--- src/rtl/wdt_pkg.sv ---
package wdt_pkg;
  localparam int DIGIT_W = 4;
  typedef logic [DIGIT_W-1:0] bcd_digit_t;

  // one BCD digit minus a borrow; wraps 0 -> 9
  function automatic bcd_digit_t bcd_digit_dec(input bcd_digit_t d, input logic bin,
                                               output logic bout);
    bout = bin && (d == 4'd0);
    if (!bin)           return d;
    else if (d == 4'd0) return 4'd9;
    else                return d - 4'd1;
  endfunction
endpackage

--- src/rtl/wdt_reload_regs.sv ---
module wdt_reload_regs #(
  parameter int DATA_W    = 8,
  parameter int NUM_BYTES = 2,
  parameter int SEL_W     = 1
) (
  input  logic                        clk,
  input  logic                        rst_n,
  input  logic [SEL_W-1:0]            sel,
  input  logic                        wr,
  input  logic                        rd,
  input  logic [DATA_W-1:0]           wdata,
  output logic [DATA_W-1:0]           rdata,
  output logic [NUM_BYTES*DATA_W-1:0] period_cur,
  output logic [NUM_BYTES*DATA_W-1:0] period_next,
  output logic                        access
);
  logic [DATA_W-1:0] store_q [NUM_BYTES];

  assign access = wr | rd;

  for (genvar b = 0; b < NUM_BYTES; b++) begin : g_byte
    logic hit;
    assign hit = wr && (sel == SEL_W'(b));
    always_ff @(posedge clk or negedge rst_n) begin
      if (!rst_n)   store_q[b] <= '0;
      else if (hit) store_q[b] <= wdata;
    end
    assign period_cur [b*DATA_W +: DATA_W] = store_q[b];
    assign period_next[b*DATA_W +: DATA_W] = hit ? wdata : store_q[b];
  end

  always_comb begin
    rdata = '0;
    for (int b = 0; b < NUM_BYTES; b++)
      if (sel == SEL_W'(b)) rdata = store_q[b];
  end
endmodule

--- src/rtl/wdt_bcd_counter.sv ---
module wdt_bcd_counter
  import wdt_pkg::*;
#(
  parameter int DIGITS = 4
) (
  input  logic                      clk,
  input  logic                      rst_n,
  input  logic                      load,
  input  logic [DIGITS*DIGIT_W-1:0] load_val,
  input  logic                      enable,
  input  logic                      tick,
  output logic [DIGITS*DIGIT_W-1:0] count,
  output logic                      expire
);
  localparam int CW = DIGITS * DIGIT_W;

  logic [CW-1:0] count_q, dec_val;
  logic [DIGITS:0] borrow;
  logic terminal;

  assign borrow[0] = 1'b1;
  for (genvar i = 0; i < DIGITS; i++) begin : g_dig
    always_comb begin
      logic bo;
      dec_val[i*DIGIT_W +: DIGIT_W] =
        bcd_digit_dec(count_q[i*DIGIT_W +: DIGIT_W], borrow[i], bo);
      borrow[i+1] = bo;
    end
  end

  // at 00.01 (or an unexpected 00.00) the next tick ends the period
  assign terminal = (count_q[CW-1:1] == '0);
  assign expire   = !load && enable && tick && terminal;

  always_ff @(posedge clk or negedge rst_n) begin
    if (!rst_n)                   count_q <= '0;
    else if (load)                count_q <= load_val;
    else if (expire)              count_q <= load_val;
    else if (enable && tick)      count_q <= dec_val;
  end

  assign count = count_q;
endmodule

--- src/rtl/wdt_alarm.sv ---
module wdt_alarm (
  input  logic clk,
  input  logic rst_n,
  input  logic clear,
  input  logic expire,
  output logic flag,
  output logic irq_n
);
  always_ff @(posedge clk or negedge rst_n) begin
    if (!rst_n) begin
      flag  <= 1'b0;
      irq_n <= 1'b1;
    end else if (clear) begin
      flag  <= 1'b0;
      irq_n <= 1'b1;
    end else if (expire) begin
      flag  <= 1'b1;
      irq_n <= 1'b0;
    end
  end
endmodule

--- src/rtl/wdt_bcd_watchdog.sv ---
module wdt_bcd_watchdog #(
  parameter int DIGITS = 4,
  parameter int DATA_W = 8
) (
  input  logic              clk,
  input  logic              rst_n,
  input  logic              tick,
  input  logic              reg_sel,
  input  logic              reg_wr,
  input  logic              reg_rd,
  input  logic [DATA_W-1:0] reg_wdata,
  output logic [DATA_W-1:0] reg_rdata,
  output logic              wd_flag,
  output logic              wd_irq_n
);
  localparam int CNT_W     = DIGITS * wdt_pkg::DIGIT_W;
  localparam int NUM_BYTES = CNT_W / DATA_W;

  logic [CNT_W-1:0] period_cur, period_next, count;
  logic access, expire, enabled;

  wdt_reload_regs #(.DATA_W(DATA_W), .NUM_BYTES(NUM_BYTES), .SEL_W(1)) u_regs (
    .clk, .rst_n, .sel(reg_sel), .wr(reg_wr), .rd(reg_rd), .wdata(reg_wdata),
    .rdata(reg_rdata), .period_cur, .period_next, .access
  );

  assign enabled = (period_cur != '0);

  wdt_bcd_counter #(.DIGITS(DIGITS)) u_cnt (
    .clk, .rst_n, .load(access), .load_val(period_next), .enable(enabled),
    .tick, .count, .expire
  );

  wdt_alarm u_alarm (
    .clk, .rst_n, .clear(access), .expire, .flag(wd_flag), .irq_n(wd_irq_n)
  );
endmodule

--- config.mk ---
export PLATFORM = sky130hd
export DESIGN_NAME = wdt_bcd_watchdog
export DESIGN_NICKNAME = d
export VERILOG_FILES = /design/src/rtl/wdt_pkg.sv /design/src/rtl/wdt_reload_regs.sv /design/src/rtl/wdt_bcd_counter.sv /design/src/rtl/wdt_alarm.sv /design/src/rtl/wdt_bcd_watchdog.sv
export SDC_FILE = /design/constraint.sdc
export NUM_CORES = 1
export LEC_CHECK = 0
export ABC_AREA = 1
export BUFFER_PORTS_ARGS = -buffer_cell sky130_fd_sc_hd__buf_4
export CORE_UTILIZATION = 52
export DETAILED_ROUTE_END_ITERATION = 16
export GPL_ROUTABILITY_DRIVEN = 0
export PLACE_DENSITY = 0.73
export SYNTH_ARGS = -nofsm -noshare
export SYNTH_HDL_FRONTEND = slang
export SYNTH_SLANG_ARGS = --single-unit
export TNS_END_PERCENT = 50
--- constraint.sdc ---
create_clock -name clk -period 1.4 [get_ports clk]
set_input_delay 0.07 -clock clk [delete_from_list [all_inputs] [get_ports clk]]
set_output_delay 0.07 -clock clk [all_outputs]
set_load 0.05 [all_outputs]
Yosys cells after proc, flatten, opt, wreduce, memory -nomap -nowiden

Cells that the tools add are included.
W data, S select, Z words.

Bits in writable memories: 0
Word-level logic and storage cells: 54
Bits of input ports: 14
Bits in registers: 34
Memories: 0
Bits in latches: 0
Output and inout port bits: 10
Memory bits (read-only): 0

Div/mod/pow operators: 0
Add/subtract/negate cells: 4
Reductions and logical operators: 23
$mul: 0
Mux-type cells: 17
Eq/ne operators: 0
Bitwise logic cells: 2
Order comparisons: 0
Shift operators: 0

Operators by type and width:

| cell                  | count |
|---|---|
| $mux W16              | 3 |
| $mux W4               | 7 |
| $mux W8               | 3 |
| $logic_not A4 Y1      | 4 |
| $reduce_bool A16 Y1   | 1 |
| $sub A4 B1 Y4 const B | 4 |
| $logic_not A15 Y1     | 1 |
| $reduce_bool A3 Y1    | 4 |
| $logic_and A1 B1 Y1   | 8 |
| $reduce_and A2 Y1     | 3 |
| $mux W1               | 4 |
| $reduce_bool A2 Y1    | 1 |
| $logic_not A1 Y1      | 1 |
| $not A1 Y1            | 1 |
| $or A1 B1 Y1          | 1 |

Logic depth before layout (Yosys ltp)

Gate-level depths: netlist of run 1.

Word-level depth: 7
Gate-level depth with buffers: 12
Gate-level depth less buffers: 11

Cells and area by module

From an unflattened synthesis of run 1, not the netlist that was laid out.

Cell total of the unflattened synthesis: 302
Area, all modules: 2095.8 um2

By module, submodules not included:

| module           | seq. area each (um2) | area an instance (um2) | cells each | times used |
|---|---|---|---|---|
| wdt_bcd_counter  | 400.4                | 1164.9                 | 182        | 1 |
| wdt_reload_regs  | 400.4                | 800.8                  | 97         | 1 |
| wdt_alarm        | 51.3                 | 73.8                   | 8          | 1 |
| wdt_bcd_watchdog | 0.0                  | 56.3                   | 15         | 1 |

Worst setup path after synthesis of run 1

OpenSTA, ideal clock, no wires.

Path kind: flip-flop to output port
Start: register u_regs.store_q, in the netlist u_regs.period_cur[1]
End: output port reg_rdata[1]
Data required time: 1.330 ns
Setup slack: -0.124 ns
Cell stages (with the launch flop): 3
Arrival time: 1.454 ns
Cells stage by stage: dfrtp_1 > inv_1 > o21ai_0

Word-level cells in the longest chain between the ends: 1

RTL lines:

| element                         | line                   | RTL |
|---|---|---|
| start, declared                 | wdt_reload_regs.sv:17  | `logic [DATA_W-1:0] store_q [NUM_BYTES];` |
| start signal, assigned by index | wdt_reload_regs.sv:26  | `else if (hit) store_q[b] <= wdata;` |
| $mux W8                         | wdt_reload_regs.sv:35  | `if (sel == SEL_W'(b)) rdata = store_q[b];` |
| end, declared                   | wdt_bcd_watchdog.sv:12 | `output logic [DATA_W-1:0] reg_rdata,` |

Every way passes these cells.

Final worst setup path of run 1

Start: register u_cnt.count_q[10] (netlist: u_cnt.count[10])
End: register u_cnt.count_q[5] (netlist: u_cnt.count[5])

Word-level cells in the longest chain between the ends: 4
Elaborated cells on any way between the ends: 7
Those cells by class: mux: 2; reduce/logical: 5

RTL lines:

| element                                                         | line                  | RTL |
|---|---|---|
| start, declared                                                 | wdt_bcd_counter.sv:17 | `logic [CW-1:0] count_q, dec_val;` |
| start signal, assigned                                          | wdt_bcd_counter.sv:37 | `else if (load) count_q <= load_val;` |
| start signal, assigned                                          | wdt_bcd_counter.sv:38 | `else if (expire) count_q <= load_val;` |
| start signal, assigned                                          | wdt_bcd_counter.sv:39 | `else if (enable && tick) count_q <= dec_val;` |
| $logic_not A15 Y1 *                                             | wdt_bcd_counter.sv:32 | `assign terminal = (count_q[CW-1:1] == '0);` |
| $logic_and A1 B1 Y1 *                                           | wdt_bcd_counter.sv:33 | `assign expire = !load && enable && tick && terminal;` |
| $reduce_bool A3 Y1 (no source line) or $mux W16 (tied branches) | n/a                   |  |
| $reduce_and A2 Y1 (no source line) or $mux W16 (tied branches)  | n/a                   |  |

Mark *: on every way between the ends. The rest lies on a longest branch, timed or not.
A chain may end at the register's enable or synchronous reset.

==> results of run 1 <==
[per-layer routing]
layer | global-route usage (%) | share of wire [%] | vias up
li1 | - | - | 1063
met1 | 34.2 | 43 | 948
met2 | 44.1 | 50 | 57
met3 | 5.56 | 5.1 | 8
met4 | 10.3 | 1.6 | 0
met5 | 0 | 0 | -
[cell type report]
| class | instances | area [sq um] | share of cell area, % |
|---|---|---|---|
| sequential | 34 | 852 | 29.3 |
| multi-input combinational | 210 | 1150 | 39.6 |
| clock inverter | 1 | 5.00 | 0.172 |
| clock buffer | 7 | 86.3 | 2.97 |
| tap | 48 | 60.1 | 2.07 |
| inverter | 43 | 161 | 5.55 |
| timing repair buffer | 75 | 589 | 20.3 |
[worst paths after layout]
kind / to / slack [ns] / cells after the start
max in group asynchronous: u_alarm.irq_n$_DFFE_PN1P_ / 0.82 / 2
worst max register to register: u_cnt.count[5]$_DFFE_PN0P_ / -0.13 / 11
min in group asynchronous: u_cnt.count[5]$_DFFE_PN0P_ / 0.26 / 2
worst min register to register: u_alarm.irq_n$_DFFE_PN1P_ / 0.46 / 2
worst min-delay path: u_regs.period_cur[11]$_DFF_PN0_ / 0.05 / 2
worst max-delay path: u_cnt.count[5]$_DFFE_PN0P_ / -0.13 / 11
[sequential cells by signal, summed over array words and instances (netlist names)]
| name | cells |
|---|---|
| u_cnt.count | 16 |
| u_regs.period_cur | 16 |
| u_alarm.flag | 1 |
| u_alarm.irq_n | 1 |
[worst max-delay path, stage by stage (launching register included)]
cell	delay, ns
dfrtp_1	0.38
inv_1	0.08
nand2_2	0.07
nor2_4	0.11
nand2_2	0.07
nor2_4	0.14
nand3_4	0.12
buf_6	0.16
nand2_8	0.08
nand2_1	0.08
nand2_1	0.08
o21ai_1	0.06
[logic make-up after synthesis]
family,Yosys count,synth area share (%)
AO/OA/AOI/OAI,43,10.5
XOR/XNOR,2,0.838
buffers and inverters,51,10.1
flip-flops,34,40.8
multiplexers,2,1.08
AND/OR/NAND/NOR,161,36.6
[synthesized netlist by cell type (2+ instances only)]
master,number
o21ai_0,25
buf_2,4
inv_1,34
o21ai_1,10
nor2_2,2
nand2_2,5
nor2_4,3
mux2_2,2
xor2_1,2
nand2_1,103
inv_2,9
dfrtp_1,33
buf_6,2
nand2_4,5
nor2_1,17
a21oi_1,6
nand3_4,4
nand3_1,21
[report_power, final]
group | total [mW] | internal (mW) | switching (mW)
registers | 1.21 | 1.13 | 0.0848
clock network | 0.754 | 0.397 | 0.357
logic | 1.24 | 0.540 | 0.701
total | 3.21 | 2.06 | 1.14
[cells in the final DEF, fill, tap and decap left out]
master / n
clkbuf_1: 1
o21ai_0: 22
clkinv_2: 1
xor2_1: 2
nand2_8: 2
nor2_4: 4
nand3_1: 17
buf_12: 1
dfrtp_1: 33
dfstp_2: 1
nor2_1: 13
nor2_2: 5
o21a_1: 1
nand2_1: 93
dlygate4sd3_1: 1
a21boi_1: 1
clkbuf_8: 6
nand3_4: 4
mux2_2: 2
nand4_1: 1
a21oi_1: 6
inv_2: 10
nand3_2: 4
o21ai_2: 3
o21ai_1: 10
nand2_4: 8
inv_1: 33
nand2_2: 12
buf_4: 70
buf_6: 3
[stage by stage]
step / instances / total power, mW / utilization (%) / area (sq um) / hold WS (ns)
floorplan: 293 / 1.88 / - / 2090 / -0.226
global placement: 399 / 2.32 / 69.7 / 2610 / 0.0332
detailed placement: 399 / 2.34 / 69.7 / 2610 / 0.0387
CTS: 414 / 3.13 / 75.7 / 2830 / 0.0519
global route: 418 / 3.42 / 77.6 / 2910 / 0.0574
finish: 418 / 3.21 / 77.6 / 2910 / 0.0487
[what timing repair did]
item,CTS,global route
setup endpoints to repair,16,18
hold buffers,1,0
setup buffers,4,4
gates resized for setup,17,15
cloned,2,0
endpoints found under the hold margin,33,0
pin swaps,7,9
==> flow_summary_export.csv, run 1 <==
group,metric,value,unit
floorplan,die_w,65.4,microns
yosys,ys_warn_count,0,
routing,route.vias.total,2076,
timing,fin_tns_setup,-1.86,ns
final_layout,drive_gt1_share,36.8,%
yosys,ys_seq_area_share,40.8,%
pwr,powerDensity,1100,mW/mm^2
floorplan,coreArea,0.00374,sq mm
place,pre_cts_ws,-0.120,ns
timing,clock_skew,0.00380,ns
clocking,cts.path.max_buffers,2,
floorplan,io_pins,24,
worst_setup_path,worstPathMaxFanout,7,
routing,drc_errors,0,
timing,fmax,652,MHz
yosys,synth_area_leaders,"dfrtp_1 (40%), nand2_1 (19%), inv_1 (6.1%), o21ai_0 (6.0%), nand3_1 (5.0%)",
routing,routed_wl,5.14,mm
yosys,synth_top_area_share,39.5,%
outcome,violations,"setup timing",
clocking,clkSlewWorstSetupHoldPaths,0.07,ns
floorplan,die_area,0.00428,sq mm
timing,fin_crit_sh,110,%
final_layout,final_nets,383,
global_routing,overflow,0,
worst_setup_path,worstSetupPathType,"flip-flop to flip-flop",
timing,slew_violations,0,
yosys,synth_area_leader_cell,"dfrtp_1",
worst_setup_path,cp-start-kind,"flip-flop",
yosys,synth_cells,293,
global_routing,grt_max_degree,35,
floorplan,fp.dieH,65.4,microns
yosys,avgSynthCellArea,7.13,sq um
worst_hold_path,hold_class,"primary input to flip-flop",
clocking,cts_root_buffer,"clkbuf_8",
clocking,cts_buffers,5,
final_layout,diodes,0,
global_routing,grt_pass1_vias,1900,
worst_setup_path,required,1.58,ns
clocking,cts_tree,"built",
flow_run,drv_cap,0,
timing,rsz0062_at_grt,"yes",
worst_setup_path,setup.worst_path.end_class,"flip-flop",
timing,setup_slack,-0.134,ns
routing,wire_per_inst,12.3,microns
yosys,async_reset_ff_share,100,%
floorplan,num_rows,22,
yosys,netlist-cell-type-count,24,
pwr,p_leak,1.54,nW
place,numPortBuffers,23,
final_layout,fillers,266,
floorplan,initial_core_util,55.8,%
routing,drt_iter0_drc,80,
timing,relSlewSlack,64.2,%
yosys,ys_ff_latch,34,
final_layout,area_growth,39.1,%
global_routing,antenna_found_initial,0,
yosys,synth_nets,307,
yosys,ys_dominant_reg_cell,"dfrtp_1",
worst_setup_path,crit_arrival,1.71,ns
worst_setup_path,reg2reg_from,"u_cnt.count[10]$_DFFE_PN0P_",
worst_setup_path,crit_start,"u_cnt.count[10]$_DFFE_PN0P_",
place,place_hpwl,3.55,mm
yosys,syn_area,0.00209,sq mm
clocking,cts.htree.levels,2,
clocking,insertion_delay,0.29,ns
timing,setup_viol,16,
worst_hold_path,min-delay-start,"reg_wdata[3]",
timing,tightest_slew,0.531,ns
routing,ant_nets,0,
timing,hold_viol_final,0,
routing,vias_per_cell,4.97,
routing,dr.pass1.iters,4,
timing,min_period,1.53,ns
global_routing,grt_usage,26.7,%
pwr,ir_worst_vdd,793,uV
yosys,synth-edff-count,0,
clocking,cts_sinks,34,
global_routing,grt_pass1_wl,8.49,mm
outcome,status,"finished with violations",
Note: power is estimated with default switching activity, not from simulation.
==> inputs of run 2 (changes only) <==
--- a/config.mk
+++ b/config.mk
@@ -6,11 +6,13 @@
 export NUM_CORES = 1
 export LEC_CHECK = 0
 export ABC_AREA = 1
-export BUFFER_PORTS_ARGS = -buffer_cell sky130_fd_sc_hd__buf_4
-export CORE_UTILIZATION = 52
+export CAP_MARGIN = 20
+export CORE_UTILIZATION = 57
 export DETAILED_ROUTE_END_ITERATION = 16
+export DONT_BUFFER_PORTS = 1
 export GPL_ROUTABILITY_DRIVEN = 0
 export PLACE_DENSITY = 0.73
+export RECOVER_POWER = 50
 export SYNTH_ARGS = -nofsm -noshare
 export SYNTH_HDL_FRONTEND = slang
 export SYNTH_SLANG_ARGS = --single-unit
==> flow_summary_export.csv, run 2 (synthesized netlist as in run 1, its figures left out) <==
group,metric,value,unit
worst_hold_path,min-delay-start,"tick",
final_layout,area_growth,32.5,%
outcome,violations,"setup timing",
timing,holdWs,0.102,ns
global_routing,grt_pass1_wl,8.31,mm
floorplan,coreArea,0.00342,sq mm
floorplan,fp.dieH,62.5,microns
timing,fin_crit_sh,116,%
timing,min_period,1.62,ns
clocking,cts.path.max_buffers,2,
floorplan,num_rows,21,
timing,fmax,615,MHz
routing,wire_per_inst,12.7,microns
place,dp_cells,381,
routing,ant_nets,0,
clocking,cts_sinks,34,
timing,hold_viol_final,0,
clocking,insertion_delay,0.34,ns
final_layout,multi_input_area,0.00108,sq mm
routing,drc_errors,0,
clocking,clkSlewWorstSetupHoldPaths,0.10,ns
worst_hold_path,hold_depth,4,
pwr,fin_total_pwr,2.98,mW
clocking,cts.htree.levels,2,
worst_setup_path,rrSetupSlack,-0.22,ns
pwr,ir_worst_vdd,689,uV
floorplan,die_area,0.00391,sq mm
final_layout,regArea,852,sq um
timing,clock_skew,0.00951,ns
routing,drt_iter0_drc,141,
timing,fin_tns_setup,-3.48,ns
routing,vias_per_cell,5.04,
worst_setup_path,worstSetupPathType,"flip-flop to flip-flop",
outcome,status,"finished with violations",
worst_setup_path,cp-start-kind,"flip-flop",
worst_setup_path,crit_arrival,1.86,ns
global_routing,grt_max_degree,35,
worst_setup_path,reg2reg_depth,11,
final_layout,layout_commonest_cell,"nand2_1",
place,pre_cts_ws,-0.141,ns
flow_run,drv_cap,0,
timing,tightest_slew,0.833,ns
timing,slew_violations,0,
worst_setup_path,setup.worst_path.end_class,"flip-flop",
final_layout,final_nets,370,
worst_setup_path,worstReg2RegEnd,"u_cnt.count[10]$_DFFE_PN0P_",
floorplan,die_w,62.5,microns
routing,dr.pass1.iters,5,
pwr,powerDensity,1080,mW/mm^2
global_routing,grt_pass1_vias,1887,
worst_setup_path,required,1.64,ns
pwr,p_leak,1.46,nW
clocking,cts_tree,"built",
routing,route.vias.total,2031,
timing,rsz0062_at_grt,"yes",
worst_setup_path,reg2reg_from,"u_cnt.count[11]$_DFFE_PN0P_",
timing,relSlewSlack,44.5,%
routing,routed_wl,5.12,mm
final_layout,fin_cells,403,
worst_setup_path,worstPathMaxFanout,7,
global_routing,grt_usage,27.7,%
clocking,cts_buffers,5,
place,numPortBuffers,0,
worst_hold_path,hold_class,"primary input to flip-flop",
global_routing,overflow,0,
floorplan,initial_core_util,61.2,%
place,place_hpwl,3.50,mm
floorplan,io_pins,24,
final_layout,diodes,0,
final_layout,drive_gt1_share,30.8,%
timing,setup_slack,-0.225,ns
final_layout,final_cell_mix,"nand2_1 (91), buf_4 (49), inv_1 (33), dfrtp_1 (33), nand3_1 (21)",
clocking,cts_root_buffer,"clkbuf_4",
timing,setup_viol,18,
final_layout,fillers,241,
worst_hold_path,whs_endpoint,"u_cnt.count[3]$_DFFE_PN0P_",
global_routing,antenna_found_initial,0,
run 2: report_power, final:
group	switching (mW)	leakage, nW	total, mW	internal [mW]
logic	0.693	1.03	1.20	0.511
registers	0.0844	0.396	1.21	1.12
clock network	0.324	0.0343	0.565	0.241
run 2: worst max path at each step:
stage,cells after the start,endpoint,slack [ns],start
after floorplan,2,reg_rdata[0],-0.12,u_regs.period_cur[0]$_DFF_PN0_
after global placement,11,u_cnt.count[13]$_DFFE_PN0P_,-0.14,u_cnt.count[10]$_DFFE_PN0P_
after detailed placement,11,u_cnt.count[15]$_DFFE_PN0P_,-0.14,u_regs.period_cur[12]$_DFF_PN0_
after CTS,10,u_cnt.count[2]$_DFFE_PN0P_,-0.15,u_cnt.count[10]$_DFFE_PN0P_
after global routing,11,u_cnt.count[13]$_DFFE_PN0P_,-0.29,u_cnt.count[11]$_DFFE_PN0P_
final,11,u_cnt.count[10]$_DFFE_PN0P_,-0.22,u_cnt.count[11]$_DFFE_PN0P_
run 2: what timing repair did:
action / in CTS / in global routing
pin swaps: 3 / 2
endpoints found under the setup margin: 17 / 19
endpoints found under the hold margin: 50 / 0
setup buffers: 1 / 2
gates cloned: 0 / 1
resized for setup: 5 / 17
hold buffers: 10 / 0
run 2: per-stage QoR:
| stage | cell area [sq um] | utilization (%) |
|---|---|---|
| after global placement | 2500 | 73.1 |
| after CTS | 2690 | 78.8 |
| final | 2770 | 81.1 |
| after floorplan | 2090 | - |
| after detailed placement | 2500 | 73.1 |
| after global routing | 2770 | 81.1 |
run 2: critical path: stages, from the launching register on:
cell and delay (ns):
dfrtp_1 0.42, inv_2 0.09, nand2_2 0.09, nor2_4 0.12
nand2_2 0.08, nor2_4 0.09, nand3_4 0.18, buf_12 0.19
nand3_4 0.06, nand2_4 0.08, nand2_2 0.08, nand2_1 0.05
run 2: routing by layer:
layer / global-route usage [%] / up-vias / part of all wire, % / routed length, microns
met2: 45.0 / 65 / 47 / 2430
li1: - / 1036 / - / -
met5: 0 / - / 0 / 0
met1: 35.6 / 913 / 44 / 2250
met3: 6.39 / 17 / 5.2 / 268
met4: 11.0 / 0 / 3.2 / 165
run 2: layout make-up:
class,instances,area share (%)
Inverter,43,5.83
Timing Repair Buffer,64,19.9
Tap cell,46,2.08
Clock inverter,2,0.452
Multi-Input combinational cell,208,39.1
Clock buffer,6,1.85
Sequential cell,34,30.8
==> inputs of run 3 (changes only) <==
--- a/config.mk
+++ b/config.mk
@@ -7,6 +7,7 @@
 export LEC_CHECK = 0
 export ABC_AREA = 1
 export CAP_MARGIN = 20
+export CORE_ASPECT_RATIO = 1.5
 export CORE_UTILIZATION = 57
 export DETAILED_ROUTE_END_ITERATION = 16
 export DONT_BUFFER_PORTS = 1
==> flow_summary_export.csv, run 3 (synthesized netlist as in run 1, its figures left out) <==
group,metric,value,unit
floorplan,fp.dieH,76.2,microns
final_layout,final_cell_mix,"nand2_1 (92), buf_4 (59), dfrtp_1 (33)",
clocking,cts_tree,"built",
final_layout,multi_input_area,0.00111,sq mm
worst_setup_path,crit_chain,"inv_2 > nand2_2 > nor2_4 > nand2_2 > nor2_4 > nand3_4 > buf_6 > nand3_4 > nand2_8 > nand2_1 > o21ai_1",
clocking,clkSlewWorstSetupHoldPaths,0.07,ns
routing,wl_met1,2.21,mm
place,place_hpwl,3.40,mm
timing,relSlewSlack,44.8,%
timing,clock_skew,0.00405,ns
routing,ant_nets,0,
final_layout,fillers,216,
pwr,ir_worst_vdd,1090,uV
timing,min_period,1.61,ns
timing,slew_violations,0,
routing,vias_per_cell,5.22,
worst_setup_path,required,1.58,ns
routing,drc_errors,0,
timing,tightest_slew,0.828,ns
flow_run,drv_cap,0,
final_layout,drive_gt1_share,34.3,%
clocking,cts_root_buffer,"clkbuf_8",
timing,fmax,620,MHz
floorplan,die_area,0.00392,sq mm
worst_setup_path,crit_slowest_cell,"dfrtp_1",
routing,dr.pass1.iters,4,
timing,hold_viol_final,0,
timing,rsz0062_at_grt,"yes",
worst_setup_path,cp-start-kind,"flip-flop",
routing,wire_per_inst,13.7,microns
worst_setup_path,setup.worst_path.end_class,"flip-flop",
global_routing,grt_usage,28.6,%
outcome,status,"finished with violations",
routing,wl_met3,239,microns
global_routing,grt_pass1_wl,8.26,mm
routing,met2_wirelength,3.02,mm
routing,routed_wl,5.57,mm
floorplan,num_rows,26,
clocking,cts_buffers,5,
floorplan,initial_core_util,60.6,%
worst_setup_path,worstPathMaxFanout,7,
outcome,violations,"setup timing",
final_layout,diodes,0,
routing,routed.top_layer,"met4",
global_routing,grt_max_degree,35,
floorplan,die_w,51.4,microns
global_routing,overflow,0,
clocking,cts_sinks,34,
floorplan,coreArea,0.00345,sq mm
clocking,insertion_delay,0.29,ns
pwr,powerDensity,1180,mW/mm^2
timing,setup_slack,-0.214,ns
timing,setup_viol,18,
final_layout,regArea,852,sq um
final_layout,layout_commonest_cell,"nand2_1",
routing,route.vias.total,2119,
global_routing,antenna_found_initial,0,
worst_setup_path,crit_family,"simple AND/OR/NAND/NOR gates",
worst_hold_path,hold_class,"primary input to flip-flop",
timing,fin_crit_sh,115,%
clocking,cts.path.max_buffers,2,
worst_setup_path,crit_arrival,1.79,ns
global_routing,grt_pass1_vias,1935,
routing,drt_iter0_drc,89,
floorplan,io_pins,24,
clocking,cts.htree.levels,2,
worst_setup_path,worstSetupPathType,"flip-flop to flip-flop",
final_layout,area_growth,37.0,%
place,dpl_cell_area,0.00248,sq mm
worst_setup_path,cpPeakStageDelay,0.40,ns
timing,fin_tns_setup,-2.89,ns
final_layout,final_nets,377,
pwr,fin_total_pwr,3.37,mW
worst_setup_path,cp_num_buf_inv,2,
pwr,p_leak,1.51,nW
place,numPortBuffers,0,
final_layout,final_area,0.00286,sq mm
==> run 3: repair_timing <==
| item | 4_1_cts | 5_1_grt |
|---|---|---|
| setup endpoints to repair | 17 | 18 |
| resized for setup | 10 | 22 |
| pin swaps | 11 | 11 |
| endpoints found under the hold margin | 43 | 0 |
| hold buffers | 8 | 0 |
| setup buffers | 7 | 6 |
==> run 3: worst reg2reg max path: stages (launching register included) <==
cell and delay, ns:
dfrtp_1 0.40, inv_2 0.08, nand2_2 0.06, nor2_4 0.13, nand2_2 0.07, nor2_4 0.12, nand3_4 0.16, buf_6 0.18
nand3_4 0.07, nand2_8 0.08, nand2_1 0.08, o21ai_1 0.06
==> run 3: per-layer routing <==
layer / GRT usage, % / vias to the layer above
met5: 0 / -
met4: 10.8 / 0
li1: - / 1049
met1: 32.3 / 991
met2: 51.9 / 71
met3: 4.19 / 8
==> run 3: cell type report <==
class,instances,area share [%]
Clock buffer,8,3.85
Timing Repair Buffer,71,20.0
Sequential cell,34,29.8
Inverter,43,5.73
Tap cell,42,1.84
Multi-Input combinational cell,208,38.9
==> run 3: worst paths after layout <==
kind,depth (start not counted),slack (ns),end,from
min reg2reg,2,0.53,u_alarm.flag$_DFFE_PN0P_,u_alarm.flag$_DFFE_PN0P_
max,11,-0.21,u_cnt.count[9]$_DFFE_PN0P_,u_cnt.count[7]$_DFFE_PN0P_
max reg2reg,11,-0.21,u_cnt.count[9]$_DFFE_PN0P_,u_cnt.count[7]$_DFFE_PN0P_
min in group asynchronous,2,0.41,u_cnt.count[11]$_DFFE_PN0P_,rst_n
max in group asynchronous,2,0.47,u_cnt.count[4]$_DFFE_PN0P_,rst_n
min,2,0.002,u_regs.period_cur[7]$_DFF_PN0_,reg_wdata[7]
==> run 3: report_power, final <==
group          internal (mW)  leakage [nW]  switching [mW]
registers               1.13         0.396          0.0953
clock network          0.496        0.0575           0.343
logic                  0.577          1.06           0.729
total                   2.20          1.51            1.17
==> run 3: through the flow <==
stage          std cells  hold WS (ns)  util [%]  worst slack (ns)
4_1_cts              400      0.000833      80.0           -0.0875
6_report             406       0.00179      83.0            -0.214
2_1_floorplan        293        -0.226         -            -0.124
3_5_place_dp         377        -0.225      71.9            -0.126
5_1_grt              406        0.0139      83.0            -0.303
3_3_place_gp         377        -0.225      71.9            -0.116
